File: src/rtl/instr_prefix_decoder.sv
module instr_prefix_decoder (
  input  logic        clk,
  input  logic        rst_n,
  input  logic        in_valid,
  output logic        in_ready,
  input  logic [7:0]  in_byte,
  input  logic        in_has_operand,
  output logic        out_valid,
  input  logic        out_ready,
  output logic [7:0]  out_opcode,
  output logic [63:0] out_operand,
  output logic        out_addr_ext,
  output logic [1:0]  out_width,
  output logic [1:0]  out_ext,
  output logic [3:0]  out_len,
  output logic        out_err,
  output logic        out_done
);
  localparam logic [2:0] PFX_MARK = 3'b111;
  localparam logic [1:0] EXT_RSVD = 2'b10;

  typedef enum logic [1:0] {S_FIRST, S_OPC, S_OPR, S_HOLD} state_t;
  state_t state;

  logic [2:0] idx;
  logic [2:0] last_idx;
  logic       take;

  assign take      = in_valid && in_ready;
  assign in_ready  = (state != S_HOLD);
  assign out_valid = (state == S_HOLD);
  assign out_err   = out_valid && (out_ext == EXT_RSVD);
  assign last_idx  = 3'((4'd1 << out_width) - 4'd1);

  always_ff @(posedge clk) begin
    if (!rst_n) begin
      state        <= S_FIRST;
      out_opcode   <= '0;
      out_operand  <= '0;
      out_addr_ext <= 1'b0;
      out_width    <= '0;
      out_ext      <= '0;
      out_len      <= '0;
      out_done     <= 1'b0;
      idx          <= '0;
    end else begin
      out_done <= 1'b0;
      case (state)
        S_FIRST: if (take) begin
          out_operand <= '0;
          out_len     <= 4'd1;
          idx         <= '0;
          if (in_byte[2:0] == PFX_MARK) begin
            {out_ext, out_width, out_addr_ext} <= in_byte[7:3];
            state <= S_OPC;
          end else begin
            {out_ext, out_width, out_addr_ext} <= '0;
            out_opcode <= in_byte;
            if (in_has_operand) state <= S_OPR;
            else begin
              state    <= S_HOLD;
              out_done <= 1'b1;
            end
          end
        end
        S_OPC: if (take) begin
          out_opcode <= in_byte;
          out_len    <= 4'(out_len + 4'd1);
          if (in_has_operand) state <= S_OPR;
          else begin
            state    <= S_HOLD;
            out_done <= 1'b1;
          end
        end
        S_OPR: if (take) begin
          out_operand[{idx, 3'b000} +: 8] <= in_byte;
          out_len <= 4'(out_len + 4'd1);
          idx     <= 3'(idx + 3'd1);
          if (idx == last_idx) begin
            state    <= S_HOLD;
            out_done <= 1'b1;
          end
        end
        default: if (out_ready) state <= S_FIRST;
      endcase
    end
  end

  AST_HELD_STABLE: assert property (@(posedge clk) disable iff (!rst_n)
    out_valid && !out_ready |=> out_valid && $stable(out_opcode) && $stable(out_operand) && $stable(out_len));
  AST_DONE_ON_RISE: assert property (@(posedge clk) disable iff (!rst_n)
    out_done |-> out_valid && !$past(out_valid));
  AST_LEN_RANGE: assert property (@(posedge clk) disable iff (!rst_n)
    out_valid |-> out_len >= 4'd1 && out_len <= 4'd10);
  AST_SHORT_DEFAULTS: assert property (@(posedge clk) disable iff (!rst_n)
    out_valid && out_len == 4'd1 |-> {out_ext, out_width, out_addr_ext} == 5'd0 && out_operand == 64'd0);
  AST_ZERO_EXTEND: assert property (@(posedge clk) disable iff (!rst_n)
    out_valid |-> (out_operand >> (7'd8 << out_width)) == 64'd0);
endmodule

File: config.mk
export PLATFORM = sky130hd
export DESIGN_NAME = instr_prefix_decoder
export DESIGN_NICKNAME = d
export VERILOG_FILES = /design/src/rtl/instr_prefix_decoder.sv
export SDC_FILE = /design/constraint.sdc
export NUM_CORES = 1
export LEC_CHECK = 0
export ABC_AREA = 0
export CAP_MARGIN = 0
export CELL_PAD_IN_SITES_DETAIL_PLACEMENT = 1
export CELL_PAD_IN_SITES_GLOBAL_PLACEMENT = 2
export CORE_MARGIN = 1
export CORE_UTILIZATION = 27
export CTS_CLUSTER_SIZE = 10
export DETAILED_ROUTE_END_ITERATION = 10
export GPL_TIMING_DRIVEN = 0
export PLACE_DENSITY_LB_ADDON = 0.12
export SKIP_CTS_REPAIR_TIMING = 1
export SLEW_MARGIN = 30
export SYNTH_ARGS = -nofsm -noshare
export SYNTH_HDL_FRONTEND = slang
export SYNTH_SLANG_ARGS = --single-unit
File: constraint.sdc
create_clock -name clk -period 2.15 [get_ports clk]
set_clock_uncertainty 0.05 [all_clocks]
set_input_delay 0.215 -clock clk [delete_from_list [all_inputs] [get_ports clk]]
set_output_delay 0.215 -clock clk [all_outputs]
set_load 0.02 [all_outputs]
=== After elaboration in Yosys (flattened, before gate mapping) ===
Index checks and enable logic that the tools add are counted.

* Mux-type cells: 32
* Add/subtract/negate cells: 4
* Equality and inequality tests: 13
* Shifts and indexed selects: 3
* Reduce and logical (&&, ||, !) cells: 13

{| class="wikitable"
|+ Operators with widths
! cell !! count
|-
| 64-bit two-way mux || 2
|-
| 64-bit case mux with 2 select lines || 1
|-
| 64-bit bitwise mux || 1
|-
| 8-bit by 8-bit variable shift with 64-bit output (first input constant) || 1
|-
| 8-bit by 8-bit variable part select with 64-bit output || 1
|-
| 8-bit two-way mux || 3
|-
| 2-bit two-way mux || 8
|-
| 8-bit case mux with 2 select lines || 1
|-
| 2-bit != test (second input constant) || 6
|-
| 1-bit two-way mux || 8
|-
| 4-bit two-way mux || 2
|-
| 6-bit negation with 8-bit output || 1
|-
| 4-bit case mux with 2 select lines || 1
|-
| 2-bit equality test (second input constant) || 3
|-
| 3-bit two-way mux || 2
|-
| 2-bit case mux with 3 select lines || 1
|-
| 3-bit case mux with 2 select lines || 1
|-
| 3-bit AND reduction || 2
|-
| 2-bit nonzero test || 3
|-
| 5-bit AND reduction || 1
|-
| 4-bit by 1-bit adder with 4-bit output (second input constant) || 1
|-
| 4-bit AND reduction || 1
|-
| 4-bit nonzero test || 1
|-
| 3-bit by 1-bit adder with 3-bit output (second input constant) || 1
|-
| 11 further kinds || 12
|}

* Register bits after elaboration: 87
* Output and inout port bits: 85
* Input port bits: 13
* Logic and storage cells: 74

=== Logic depth before layout (Yosys ltp) ===
* Depth after elaboration: 6
* Depth in mapped cells: 10
* Depth with buffers taken out: 7

=== Worst setup path before layout ===
Ideal clock, no wire load.

* Path kind: register to register
* Start: register idx[0]
* End: register out_operand[16]
* Path buffers: 2
* Cell stages (with the launch flop): 10
* Required time: 1.985 ns
* Path slack: -0.209 ns
* Period minus slack after synthesis: 2.359 ns
* Library setup time: 0.115 ns
* Arrival: 2.195 ns
* Path through: dfxtp_1 > buf_4 > inv_1 > ha_1 > ha_1 > o31a_1 > nand4_1 > buf_2 > and3_1 > o21a_1

* Longest elaborated chain between the ends: 5
* Elaborated cells between the ends (all ways): 6
* Classes of those cells: add/sub: 1; shift: 2; mux: 3

{| class="wikitable"
|+ Ends and longest elaborated chain
! item !! line !! RTL
|-
| start: declaration || 25 || <nowiki>logic [2:0] idx;</nowiki>
|-
| start signal: assignment || 78 || <nowiki>idx <= 3'(idx + 3'd1);</nowiki>
|-
| 6-bit negation with 8-bit output * || 76 || <nowiki>out_operand[{idx, 3'b000} +: 8] <= in_byte;</nowiki>
|-
| 8-bit by 8-bit variable part select with 64-bit output or 8-bit by 8-bit variable shift with 64-bit output (tied branches) || 76 ||
|-
| 64-bit bitwise mux * || 76 ||
|-
| 64-bit two-way mux * || 75 || <nowiki>S_OPR: if (take) begin</nowiki>
|-
| 64-bit case mux with 2 select lines * || 48 || <nowiki>case (state)</nowiki>
|-
| end signal: indexed assignment || 76 ||
|-
| end: declaration || 11 || <nowiki>output logic [63:0] out_operand,</nowiki>
|}

Every way passes the cells marked *; elsewhere a longest branch is shown, timed or not. The select of a mux whose other input is x is not followed.
A chain may end at the register's enable or synchronous reset.

=== Final worst setup path ===
* Start: register idx[0]
* End: register out_operand[60]

The elaborated chain is that of the path after synthesis.

==> impl_metrics.csv <==
group,metric,value,unit
worst_setup_path,end_kind,"flip-flop",
cts,path_clk_slew,0.07,ns
worst_setup_path,critical_path_class,"reg2reg",
finish,stdcell_count,761,
job,max_cap_violations,0,
cts,cts_buffers,9,
yosys,synth_most_common_cell,"dfxtp_1",
global_route,grtUsageTotal,18.5,%
finish,final_cell_area,5960,µm²
finish,syn_to_final_growth,45.0,%
yosys,synth_commonest_cells,"dfxtp_1, nor2b_1, nand2_1",
sta,worst_pin_slew,0.890,ns
cts,htreeDepth,3,
sta,setup_violations,34,
worst_setup_path,path_cells,"buf_4 > buf_4 > ha_1 > clkbuf_1 > nand2b_1 > nor4_4 > buf_4 > and2_1 > o21a_1",
power,pwr_density_cell,813,nW/µm²
floorplanning,fp.dieH,125,µm
cts,clock_sinks,87,
finish,nets,597,
floorplanning,coreArea,14700,µm²
worst_setup_path,path_max_fanout,10,
routing,via_per_inst,5.06,
global_route,first_global_vias,3833,
sta,worst_slack,-0.118,ns
finish,diodes,0,
cts,worstSkewPairLatency,0.35,ns
yosys,synth_top_area_share,42.3,%
yosys,synth-edff-count,0,
cts,root_buffer,"clkbuf_16",
min_path,min_path_type,"in2reg",
worst_setup_path,crit_path_max_incr_delay,0.51,ns
yosys,yosys_warnings,0,
sta,slew_violations,0,
placement,dpl_cell_area,5330,µm²
yosys,avgSynthCellArea,9.18,µm²
min_path,hp-start,"in_byte[3]",
worst_setup_path,critPathArrivalTime,2.51,ns
cts,tritoncts,"yes",
placement,place.gp.congestion,0.762,
sta,rsz0062_at_grt,"yes",
worst_setup_path,path_buf_inv,4,
global_route,grt_overflow,0,
yosys,syn_nets,473,
yosys,yosysUniqueCellTypes,51,
sta,fin_crit,2.27,ns
worst_setup_path,worst_path_most_repeated_cell,"buf_4",
worst_setup_path,cp-start-kind,"flip-flop",
global_route,grt_pass1_wl,22.1,mm
sta,max_freq,441,MHz
yosys,ys.flop_type,"dfxtp_1",
yosys,async_flop_share,0,%
yosys,ys_ff_latch,87,
routing,drc,5,
worst_setup_path,reg2reg_from,"idx[0]$_SDFFE_PN0P_",
yosys,yosys.area.top_type,"dfxtp_1",
worst_setup_path,critical_path_required,2.40,ns
placement,dp_hpwl,9.64,mm
placement,portBuffers,92,
floorplanning,die_area,15700,µm²
floorplanning,num_rows,44,
power,leakagePower,2.11,nW
floorplanning,pin_count,98,
routing,dr.first_iter.drc_count,157,
sta,report.final.hold_viol_count,0,
routing,detail-route-antenna-nets,0,
routing,vias,3852,
worst_setup_path,path_delay_family,"buffers and inverters",
routing,drt_first_pass_iters,9,
yosys,yosysSeqAreaShare,42.3,%
global_route,grt_max_degree,16,
placement,placed_cells,724,
run_status,status,"finished with violations",
yosys,postSynthCellCount,448,
yosys,synth.cell_area,4110,µm²
routing,avgRoutedWirePerCell,19.1,µm
global_route,grt_antenna_before_repair,0,
sta,relSlewSlack,40.7,%
cts,clockBufferDepth,2,
worst_setup_path,cp_slowest_cell,"clkbuf_1",
placement,place_ws,-0.629,ns
floorplanning,fp.dieW,125,µm
floorplanning,initial_core_util,28.0,%
yosys,synthTopCellsByArea,"dfxtp_1, nor2b_1, o21a_1",
run_status,failed_checks,"DRC, setup timing",
sta,fin_crit_sh,105,%
finish,final_layout_size_suffix_gt1_share,16.3,%
routing,wl,14.5,mm
power,ir_drop,0.000384,V
worst_setup_path,cp-startpoint,"idx[0]$_SDFFE_PN0P_",
-- layout by cell type (no fill, tap or decap), drive strengths merged, types with 11 or more instances in the layout --
| cell type | instances |
|---|---|
| clkdlybuf4s50 | 91 |
| dfxtp | 87 |
| nor2b | 44 |
| nand2 | 42 |
| clkbuf | 35 |
| buf | 35 |
| o21a | 29 |
| a21oi | 25 |
| a22oi | 22 |
| and2 | 21 |
| a32oi | 13 |
| ha | 12 |
| nand3 | 11 |
-- per-stage QoR --
stage | setup TNS, ns | hold WS [ns] | power [mW] | util, %
finish | -2.55 | 0.380 | 4.85 | 40.6
global route | -6.07 | 0.423 | 5.08 | 40.6
CTS | -22.74 | 0.391 | 4.69 | 38.1
detailed placement | -21.53 | 0.418 | 3.15 | 36.3
global placement | -20.21 | 0.401 | 3.13 | 36.3
floorplan | -0.542 | 0.386 | 2.68 | -
-- power breakdown --
group / internal [mW] / switching [mW]
registers: 1.69 / 0.0649
logic: 0.636 / 0.950
clock network: 0.793 / 0.716
-- flip-flops by register name, summed over array words and instances, names as in the netlist --
name          cells
out_len           4
out_operand      64
idx               3
out_ext           2
out_opcode        8
out_addr_ext      1
out_width         2
state             2
out_done          1
-- final timing paths --
check,endpoint,slack [ns],depth (start not counted)
setup / recovery,out_operand[60]$_SDFFE_PN0P_,-0.12,9
hold reg to reg,out_operand[36]$_SDFFE_PN0P_,0.43,2
hold / removal,out_operand[35]$_SDFFE_PN0P_,0.38,3
setup reg to reg,out_operand[60]$_SDFFE_PN0P_,-0.12,9
-- cell families (layout without fill, tap and decap cells) --
| group | Yosys count | in the layout | share of synthesized area, % |
|---|---|---|---|
| fa+ha+maj | 12 | 12 | 3.65 |
| flops | 87 | 87 | 42.3 |
| compound gates | 117 | 117 | 20.4 |
| simple gates | 173 | 173 | 25.6 |
| xor+xnor | 2 | 2 | 0.426 |
| mux | 10 | 10 | 2.43 |
| buf+inv | 47 | 176 | 5.20 |
-- routing by layer --
metal / part of all wire [%] / vias up / GRT usage (%) / wire, µm
met5: 0 / - / 0 / 0
met4: 1.4 / 0 / 6.67 / 202
met3: 4.3 / 13 / 4.19 / 621
met2: 48 / 82 / 30.7 / 7000
met1: 46 / 1915 / 23.4 / 6710
li1: - / 1842 / - / -
-- worst min-delay path: stages --
cell	delay, ns
clkbuf_1	0.32
nand2_1	0.14
o21ai_0	0.06
-- final cells by class --
| class | count | area (µm²) |
|---|---|---|
| multi-input combinational | 314 | 2350 |
| inverter | 8 | 33.8 |
| tap | 184 | 230 |
| clock inverter | 6 | 43.8 |
| timing repair buffer | 115 | 1130 |
| clock buffer | 10 | 229 |
| fill | 1671 | 8740 |
| sequential | 87 | 1750 |
| buffer | 37 | 203 |
No activity file was read; power rests on OpenSTA's default activity.
